**config.mk**
```make
export PLATFORM = sky130hd
export DESIGN_NAME = fault_token_injector
export DESIGN_NICKNAME = d
export VERILOG_FILES = /design/src/rtl/fti_pkg.sv /design/src/rtl/fti_token_ring.sv /design/src/rtl/fti_onehot_index.sv /design/src/rtl/fti_fault_cell.sv /design/src/rtl/fault_token_injector.sv
export SDC_FILE = /design/constraint.sdc
export NUM_CORES = 1
export LEC_CHECK = 0
export ABC_AREA = 1
export BUFFER_PORTS_ARGS = -buffer_cell sky130_fd_sc_hd__buf_4
export CORE_AREA = 8 8 45 47
export CTS_CLUSTER_SIZE = 30
export DETAILED_ROUTE_END_ITERATION = 8
export DIE_AREA = 0 0 53 55
export PLACE_DENSITY = 0.72
export SYNTH_ARGS = -nofsm -noshare
export SYNTH_HDL_FRONTEND = slang
export SYNTH_SLANG_ARGS = --single-unit
export TNS_END_PERCENT = 100
```
**constraint.sdc**
```tcl
create_clock -name clk -period 2.5 [get_ports clk]
set_clock_uncertainty 0.05 [all_clocks]
set_input_delay 0.25 -clock clk [delete_from_list [all_inputs] [get_ports clk]]
set_output_delay 0.25 -clock clk [all_outputs]
set_load 0.01 [all_outputs]
```
**src/rtl/fti_pkg.sv**
```systemverilog
package fti_pkg;
   localparam int CELL_IN_W = 4;
   localparam int TT_W      = 1 << CELL_IN_W;
   localparam int SITE_W    = 3;

   typedef logic [SITE_W-1:0] site_t;

   // Site codes 0..3 name a cell input; this code names the cell output.
   localparam site_t SITE_OUTPUT = site_t'(4);

   function automatic bit site_legal(input site_t s);
      return s <= SITE_OUTPUT;
   endfunction
endpackage

```
**src/rtl/fti_token_ring.sv**
```systemverilog
module fti_token_ring #(
   parameter int RING_LEN = 5
) (
   input  logic                clk,
   input  logic                rst_n,
   input  logic                advance,
   output logic [RING_LEN-1:0] token
);
   localparam logic [RING_LEN-1:0] HOME = {{(RING_LEN-1){1'b0}}, 1'b1};

   always_ff @(posedge clk or negedge rst_n) begin
      if (!rst_n) begin
         token <= HOME;
      end else if (advance) begin
         token <= {token[RING_LEN-2:0], token[RING_LEN-1]};
      end
   end
endmodule

```
**src/rtl/fti_onehot_index.sv**
```systemverilog
module fti_onehot_index #(
   parameter int VEC_W = 5,
   parameter int IDX_W = 3
) (
   input  logic [VEC_W-1:0] onehot,
   output logic [IDX_W-1:0] index
);
   always_comb begin
      index = '0;
      for (int i = 0; i < VEC_W; i++) begin
         if (onehot[i]) begin
            index = index | IDX_W'(i);
         end
      end
   end
endmodule

```
**src/rtl/fti_fault_cell.sv**
```systemverilog
module fti_fault_cell
   import fti_pkg::*;
#(
   parameter logic [TT_W-1:0] TT    = '0,
   parameter site_t           SITE  = SITE_OUTPUT,
   parameter logic            STUCK = 1'b0
) (
   input  logic [CELL_IN_W-1:0] in_bits,
   input  logic                 inject,
   output logic                 out_bit
);
   if (!site_legal(SITE)) begin : g_bad_site
      $error("fti_fault_cell: site code out of range");
   end

   if (SITE == SITE_OUTPUT) begin : g_out_site
      logic good_bit;
      always_comb begin
         good_bit = TT[in_bits];
         out_bit  = inject ? STUCK : good_bit;
      end
   end else begin : g_in_site
      localparam int PIN = int'(SITE);
      logic [CELL_IN_W-1:0] eff_bits;
      always_comb begin
         eff_bits      = in_bits;
         eff_bits[PIN] = inject ? STUCK : in_bits[PIN];
         out_bit       = TT[eff_bits];
      end
   end
endmodule

```
**src/rtl/fault_token_injector.sv**
```systemverilog
module fault_token_injector
   import fti_pkg::*;
#(
   parameter int                        NUM_CELLS  = 5,
   parameter logic [NUM_CELLS*TT_W-1:0]   GOOD_TT    =
      {16'hCAFE, 16'h1234, 16'h6996, 16'hFFFE, 16'h8000},
   parameter logic [NUM_CELLS*SITE_W-1:0] FAULT_SITE =
      {3'd4, 3'd2, 3'd0, 3'd4, 3'd1},
   parameter logic [NUM_CELLS-1:0]        FAULT_VAL  = 5'b01100
) (
   input  logic                           clk,
   input  logic                           rst_n,
   input  logic                           shift_en,
   input  logic [NUM_CELLS*CELL_IN_W-1:0] cell_in,
   output logic [NUM_CELLS-1:0]           cell_out,
   output logic [NUM_CELLS-1:0]           sel_onehot,
   output logic [$clog2(NUM_CELLS)-1:0]   sel_index
);
   localparam int IDX_W = $clog2(NUM_CELLS);

   if (NUM_CELLS < 2) begin : g_bad_count
      $error("fault_token_injector: NUM_CELLS must be at least 2");
   end

   fti_token_ring #(.RING_LEN(NUM_CELLS)) u_ring (
      .clk     (clk),
      .rst_n   (rst_n),
      .advance (shift_en),
      .token   (sel_onehot)
   );

   fti_onehot_index #(.VEC_W(NUM_CELLS), .IDX_W(IDX_W)) u_index (
      .onehot (sel_onehot),
      .index  (sel_index)
   );

   for (genvar k = 0; k < NUM_CELLS; k++) begin : g_cell
      fti_fault_cell #(
         .TT    (GOOD_TT[k*TT_W +: TT_W]),
         .SITE  (site_t'(FAULT_SITE[k*SITE_W +: SITE_W])),
         .STUCK (FAULT_VAL[k])
      ) u_cell (
         .in_bits (cell_in[k*CELL_IN_W +: CELL_IN_W]),
         .inject  (sel_onehot[k]),
         .out_bit (cell_out[k])
      );
   end
endmodule

```
# Word level (Yosys, flattened, before mapping)
# Memories as Yosys holds them, arrays and structs flattened.
# Cells that the tools add are included.
# Widths: inputs -> output; s select.
[op_classes]
add_sub_neg = 0
n_lt_le_gt_ge = 5
shift = 0
n_mul = 0
n_reduce_logical = 0
bitwise = 0
n_eq_ne = 0
n_div = 0
muxes = 14
[op_table]
columns = ["operator", "n"]
rows = [
  ["$lt 4x5->1 const B", 5],
  ["$mux 1", 11],
  ["$mux 2", 2],
  ["$mux 3", 1],
]
[totals]
register_bits = 5
out_inout_bits = 13
mem_count = 5
latch_bits = 0
mem_bits_rw = 0
mem_bits_ro = 80
[mem_list]
columns = ["name", "words", "width", "read_ports", "rd_clocked_by_memory_dff", "write_ports", "line_no", "source"]
rows = [
  ["(name not given)", 16, 1, 1, 0, 0, "fti_fault_cell.sv:28", "out_bit = TT[eff_bits];"],
  ["(name not given)", 16, 1, 1, 0, 0, "fti_fault_cell.sv:28", ""],
  ["(name not given)", 16, 1, 1, 0, 0, "fti_fault_cell.sv:19", "good_bit = TT[in_bits];"],
  ["(name not given)", 16, 1, 1, 0, 0, "fti_fault_cell.sv:28", ""],
  ["(name not given)", 16, 1, 1, 0, 0, "fti_fault_cell.sv:19", ""],
]

# Longest topological paths before layout
# Gate-level depths: netlist (run 1).
[depth]
word_depth = 4
mapped_depth = 8

# Modules after synthesis
# From an unflattened synthesis (run 1), not the netlist that was laid out.
[hier_totals]
hier_cells = 71
hier_area_um2 = 396.6
[modules_own_cells]
columns = ["mod", "n_inst", "seq_area_each_um2", "cells_per_inst", "area_per_inst_um2"]
rows = [
  ["fti_token_ring", 1, 126.4, 21, 186.4],
  ["fti_fault_cell at g_cell[2].u_cell", 1, 0.0, 15, 62.6],
  ["fti_fault_cell at g_cell[3].u_cell", 1, 0.0, 12, 51.3],
  ["fti_fault_cell at g_cell[4].u_cell", 1, 0.0, 10, 41.3],
  ["fti_onehot_index", 1, 0.0, 6, 26.3],
  ["fti_fault_cell at g_cell[0].u_cell", 1, 0.0, 4, 16.3],
  ["fti_fault_cell at g_cell[1].u_cell", 1, 0.0, 3, 12.5],
]

# Worst setup path before layout (run 1)
# No wires, ideal clock.
[synth_path]
path_type = "register -> output"
start = "register u_ring.token[2]"
end = "output port cell_out[2]"
t_required_ns = 2.200
slack_ns = 1.350
arrival_time_ns = 0.850
path_stages_with_launch = 6
path_buffers = 1
path_cell_list = "dfrtp_1 -> o21ai_1 -> nand3_1 -> nand2_1 -> inv_1 -> buf_4"
[synth_between]
elab_chain_cells = 3
[synth_lines]
columns = ["item", "line_no", "source"]
rows = [
  ["start, declared", "fti_token_ring.sv:7", "output logic [RING_LEN-1:0] token"],
  ["start signal, assigned", "fti_token_ring.sv:15", "token <= {token[RING_LEN-2:0], token[RING_LEN-1]};"],
  ["$mux 1", "fti_fault_cell.sv:27", "eff_bits[PIN] = inject ? STUCK : in_bits[PIN];"],
  ["$mem_v2 16x1", "--", ""],
  ["$mux 1 (implied by the code)", "fti_fault_cell.sv:28", ""],
  ["end, declared", "fault_token_injector.sv:15", "output logic [NUM_CELLS-1:0] cell_out,"],
]
# No other way between the ends. The select of a mux whose other input is x is not followed.

# Worst setup path in the final report (run 1)
# Ends and elaborated chain as after synthesis.

==> results of run 1 <==
[metal layers]
layer	share of wire, %	global-route usage (%)	vias up
li1	-	-	254
met1	36	7.06	218
met2	53	15.2	21
met3	9.6	3.48	2
met4	1.3	5.17	0
met5	0	0	-
[cell families (layout without fill, tap and decap cells)]
group | Yosys count | in the layout
AND/OR/NAND/NOR | 29 | 29
flip-flops | 5 | 5
buffers and inverters | 24 | 52
AO/OA/AOI/OAI | 11 | 11
[through the flow]
step / cells / instance area, um2 / hold WS (ns)
2_1_floorplan: 69 / 437 / -0.0956
3_3_place_gp: 108 / 632 / 0.00462
3_5_place_dp: 108 / 632 / 0.00704
4_1_cts: 113 / 668 / 0.165
5_1_grt: 113 / 668 / 0.167
6_report: 113 / 668 / 0.164
[cell usage after synthesis]
master    number  area (um2)
dfrtp_1        4         100
buf_4         11        82.6
nand2_4        1        11.3
dfstp_2        1        26.3
o21ai_1        7        35.0
nand3_1        3        15.0
inv_1         12        45.0
a21oi_1        2        10.0
buf_2          1        5.00
nor2_1         6        22.5
o21ai_0        1        5.00
nand2_1       19        71.3
a21boi_1       1        7.51
[power by group]
group / leakage, uW / switching, uW / internal, uW
sequential: 0.0000633 / 13.9 / 96.4
clock: 0.0000150 / 37.5 / 60.6
combinational: 0.000310 / 69.4 / 83.5
total: 0.000388 / 121 / 241
[cell type report]
class / instances / share of cell area (%)
Clock buffer: 4 / 3.93
Inverter: 12 / 6.74
Multi-Input combinational cell: 40 / 26.6
Sequential cell: 5 / 18.9
Tap cell: 16 / 3.00
Timing Repair Buffer: 36 / 40.8
[final timing paths]
| path | to | slack (ns) |
|---|---|---|
| min in group asynchronous | u_ring.token[2] | 0.28 |
| hold / removal | u_ring.token[0] | 0.16 |
| hold reg to reg | u_ring.token[0] | 0.45 |
| setup reg to reg | u_ring.token[0] | 1.68 |
| setup / recovery | cell_out[2] | 1.03 |
| max in group asynchronous | u_ring.token[0] | 1.92 |
==> results.py, run 1 <==
metrics = {
    "status": {
        "status": "finished clean",
    },
    "clock_tree": {
        "cts.clk_slew.worst_paths_ns": 0.05,
        "cts_tree": "done",
        "htree_levels": 1,
        "hold_buffers": 1,
        "cts_buffer_depth": 2,
        "cts_inserted_buffers": 3,
        "cts_setup_buffers": 0,
        "cts_root_buf": "clkbuf_4",
        "cts_sinks": 5,
        "clk_latency_ns": 0.25,
        "cts_resized": 0,
    },
    "layout": {
        "multi_input_area_um2": 178,
        "final_nets": 121,
        "fill_cells": 156,
        "syn_to_final_growth_pct": 53.0,
        "final_cell_mix": "35 x buf_4, 19 x nand2_1, 12 x inv_1",
        "largestRegisters": "u_ring.token x5",
        "largest_reg_flops": 5,
        "layout_commonest_cell": "buf_4",
        "utilization_pct": 48.3,
        "drive_gt1_share_pct": 41.2,
        "largest_register": "u_ring.token",
        "seqCellArea_um2": 126,
        "antenna-diode-count": 0,
    },
    "synthesis": {
        "seq_area_frac_synth_pct": 28.9,
        "ys_types": 13,
        "netlist_instances": 69,
        "synth.cell_area_um2": 437,
        "synth.area.mux_share_pct": 0,
        "syn_nets": 92,
        "synthSimpleGateAreaFrac_pct": 27.5,
        "synth_top_family_by_area": "buffers and inverters",
        "synth.avg_cell_area_um2": 6.33,
        "yosys.area_share.adder_pct": 0,
        "synth_xor_area_share_pct": 0,
        "synth_compound_area_share_pct": 13.2,
        "ys_ff_latch": 5,
        "yosysWarnings": 0,
    },
    "critical_path": {
        "cp_slowest_cell": "dfrtp_1",
        "cp-end-kind": "primary output",
        "startpoint": "u_ring.token[2]",
        "worstPathMaxFanout": 5,
        "cp_top_family": "flip-flops",
        "cp.required_ns": 2.20,
        "path_cells": "nor2_1, nand2_1, nand2_1, nand2_1, nand2_1, inv_1, buf_4",
        "worst_path_most_repeated_cell": "nand2_1",
        "path_class": "reg2out",
        "max_stage_delay_ns": 0.41,
        "critPathBufInv": 2,
        "worst_ep_arrival_time_ns": 1.17,
        "reg2reg_depth": 2,
        "r2r-start": "u_ring.token[0]",
        "critical_path.startpoint_type": "register",
        "worstSetupPathDepth": 7,
    },
    "detailed_routing": {
        "vias_per_cell": 4.38,
        "postRouteAntennaNets": 0,
        "vias": 495,
        "drc": 0,
        "drt_iter0_drc": 0,
        "finalWirelength_um": 1190,
        "wl_per_cell_um": 10.6,
        "drt_pre_antenna_iters": 1,
    },
    "global_route": {
        "grt_remaining_overflow": 0,
        "grt_pass1_vias": 462,
        "antenna_found_initial": 0,
        "grt_max_degree": 11,
        "grt.total_usage_pct": 8.17,
        "grt_pass1_wl_um": 1760,
    },
    "sta": {
        "grt_setup_unrepaired": "false",
        "slew_headroom_pct": 89.4,
        "setup_ws_ns": 1.03,
        "min_period_over_period_pct": 58.8,
        "finalHoldViolCount": 0,
        "period_minus_slack_ns": 1.47,
        "worstMarginPinSlew_ns": 0.158,
        "maxSlewViolCount": 0,
        "setup_viol": 0,
        "fin_setup_tns_ns": 0,
        "fmax_mhz": 680,
    },
    "die": {
        "ios": 36,
        "initial_core_util_pct": 31.6,
        "die_x_um": 53,
        "rows": 14,
        "die_h_um": 55,
        "die-area_um2": 2920,
        "coreArea_um2": 1380,
    },
    "place": {
        "gp_congestion": 0.706,
        "place_ws_ns": 1.28,
        "portBuffers": 35,
        "dpl.hpwl_um": 1050,
    },
    "power": {
        "power.total_uw": 361,
        "p_leak_uw": 0.000388,
        "p_per_area_nw_per_um2": 541,
        "ir_worst_vdd_uv": 201,
    },
    "hold_path": {
        "whs_path_depth": 2,
        "hold_class": "in2reg",
        "min_from": "shift_en",
    },
    "run": {
        "max_cap_viol_count": 0,
    },
}
Power figures use the tool's default switching activity.
==> run 2, diff against run 1 <==
--- a/config.mk
+++ b/config.mk
@@ -7,11 +7,11 @@
 export LEC_CHECK = 0
 export ABC_AREA = 1
 export BUFFER_PORTS_ARGS = -buffer_cell sky130_fd_sc_hd__buf_4
-export CORE_AREA = 8 8 45 47
+export CORE_MARGIN = 8
+export CORE_UTILIZATION = 33
 export CTS_CLUSTER_SIZE = 30
 export DETAILED_ROUTE_END_ITERATION = 8
-export DIE_AREA = 0 0 53 55
-export PLACE_DENSITY = 0.72
+export PLACE_DENSITY = 0.75
 export SYNTH_ARGS = -nofsm -noshare
 export SYNTH_HDL_FRONTEND = slang
 export SYNTH_SLANG_ARGS = --single-unit
==> constraint.sdc (replaced) <==
create_clock -name clk -period 1.35 [get_ports clk]
set_clock_uncertainty 0.05 [all_clocks]
set_input_delay 0.135 -clock clk [delete_from_list [all_inputs] [get_ports clk]]
set_output_delay 0.135 -clock clk [all_outputs]
set_load 0.01 [all_outputs]
==> run 2 against run 1 <==
Effect of this change:
- total power increased by 98%
- global-route usage increased by 2.0 points
- critical path depth unchanged
- hold slack got worse by 0.092 ns
- flip-flop and latch count unchanged
- cell area increased by 7.5%
- non-clock buffer count increased by 6
- worst setup slack got worse by 1.0 ns
- clock-buffer cell count unchanged
- largest power group unchanged
==> results.py, run 2 (synthesis results as in run 1) <==
metrics = {
    "critical_path": {
        "rrSetupSlack_ns": 0.49,
        "cp-end-kind": "primary output",
        "worst_ep_arrival_time_ns": 1.15,
        "startpoint": "u_ring.token[2]",
        "crit_end": "cell_out[2]",
        "r2r-start": "u_ring.token[3]",
        "crit-reg2reg-capture": "u_ring.token[3]",
        "worstPathMaxFanout": 4,
        "reg2reg_depth": 3,
        "critical_path.startpoint_type": "register",
        "path_class": "reg2out",
        "cp.required_ns": 1.16,
    },
    "global_route": {
        "grt_pass1_vias": 552,
        "grt_remaining_overflow": 0,
        "antenna_found_initial": 0,
        "grt_pass1_wl_um": 2140,
        "grt_max_degree": 11,
        "grt.total_usage_pct": 10.2,
    },
    "sta": {
        "fmax_mhz": 749,
        "maxSlewViolCount": 0,
        "fin_setup_tns_ns": 0,
        "setup_viol": 0,
        "finalHoldViolCount": 0,
        "min_period_over_period_pct": 99.0,
        "slew_headroom_pct": 89.5,
        "fin_hold_ws_ns": 0.0718,
        "worstMarginPinSlew_ns": 0.156,
        "grt_setup_unrepaired": "true",
        "period_minus_slack_ns": 1.34,
    },
    "layout": {
        "antenna-diode-count": 0,
        "final_cell_mix": "40 x buf_4, 19 x nand2_1, 12 x inv_1",
        "utilization_pct": 56.6,
        "final_nets": 127,
        "largest_register": "u_ring.token",
        "largest_reg_flops": 5,
        "fin_cells": 118,
        "syn_to_final_growth_pct": 64.5,
        "drive_gt1_share_pct": 45.6,
        "layout_commonest_cell": "buf_4",
        "largestRegisters": "u_ring.token x5",
    },
    "place": {
        "gp_congestion": 0.742,
        "place_inst": 107,
        "portBuffers": 35,
        "dpl.hpwl_um": 1100,
    },
    "run": {
        "max_cap_viol_count": 0,
    },
    "detailed_routing": {
        "drt_pre_antenna_iters": 2,
        "drc": 0,
        "wl_met3_um": 212,
        "highest_layer": "met3",
        "postRouteAntennaNets": 0,
        "drt_iter0_drc": 1,
        "wirelength_met1_um": 467,
        "wl_met2_um": 628,
        "wl_per_cell_um": 11.1,
        "finalWirelength_um": 1310,
        "vias": 509,
        "vias_per_cell": 4.31,
    },
    "die": {
        "ios": 36,
        "die_h_um": 52.4,
        "rows": 13,
        "die_x_um": 52.4,
        "die-area_um2": 2740,
        "initial_core_util_pct": 34.4,
        "coreArea_um2": 1270,
    },
    "clock_tree": {
        "cts_tree": "done",
        "cts_inserted_buffers": 3,
        "cts.clk_slew.worst_paths_ns": 0.04,
        "cts_sinks": 5,
        "cts_root_buf": "clkbuf_4",
        "clk_latency_ns": 0.24,
        "htree_levels": 1,
        "cts_buffer_depth": 2,
    },
    "power": {
        "pwr-share-comb_pct": 47.6,
        "p_int_uw": 483,
        "p_seq_share_pct": 28.2,
        "p_leak_uw": 0.000420,
        "p_clk_share_pct": 24.2,
        "switching_share_pct": 32.3,
        "p_switching_uw": 230,
        "ir_worst_vdd_uv": 451,
        "power.total_uw": 714,
        "p_per_area_nw_per_um2": 994,
    },
    "status": {
        "status": "finished clean",
    },
    "hold_path": {
        "hold_class": "in2reg",
    },
}
run 2: repair_timing:
item | 4_1_cts | 5_1_grt
hold buffers | 1 | 0
setup endpoints to repair | 2 | 3
buffers inserted | 2 | 4
endpoints found under the hold margin | 5 | 0
pin swaps | 0 | 3
gates resized for setup | 1 | 2
cloned | 0 | 0
run 2: worst max-delay path, cell delays in order (launching register included):
cell,delay [ns]
dfrtp_1,0.39
nor2_1,0.12
nand2_1,0.09
nand2_1,0.07
nand2_1,0.05
nand2_1,0.05
inv_1,0.04
buf_6,0.11
run 2: power by group through the flow:
stage	Combinational [uW]	Clock (uW)	Sequential [uW]
floorplan	187	0	199
global placement	283	0	205
detailed placement	288	0	208
CTS	308	182	206
global route	378	190	205
finish	340	173	201
run 2: area by class of cell:
type / count / area [um2]
clock buffers: 4 / 26.3
fillers: 126 / 551
inverters: 12 / 45.0
multi-input cells: 40 / 180
flip-flops and latches: 5 / 126
well taps: 15 / 18.8
repair buffers: 42 / 322
run 2: how the worst min path moves through the flow:
stage / slack [ns] / cells past startpoint / start / end
floorplan: -0.21 / 0 / rst_n / u_ring.token[1]
global placement: -0.11 / 1 / rst_n / u_ring.token[4]
detailed placement: -0.11 / 1 / rst_n / u_ring.token[4]
CTS: 0.07 / 2 / shift_en / u_ring.token[0]
global route: 0.07 / 2 / shift_en / u_ring.token[0]
finish: 0.07 / 2 / shift_en / u_ring.token[0]
run 2: routing by layer:
metal | track usage (%) | vias up
met3 | 8.24 | 0
met1 | 8.20 | 214
met2 | 17.8 | 30
met5 | 0 | -
li1 | - | 265
met4 | 3.88 | 0
run 2: through the flow:
stage / cell area [um2] / setup WS (ns)
3_5_place_dp: 631 / 0.247
3_3_place_gp: 631 / 0.298
4_1_cts: 684 / 0.00980
2_1_floorplan: 437 / 0.315
6_report: 718 / 0.0141
5_1_grt: 718 / -0.0935
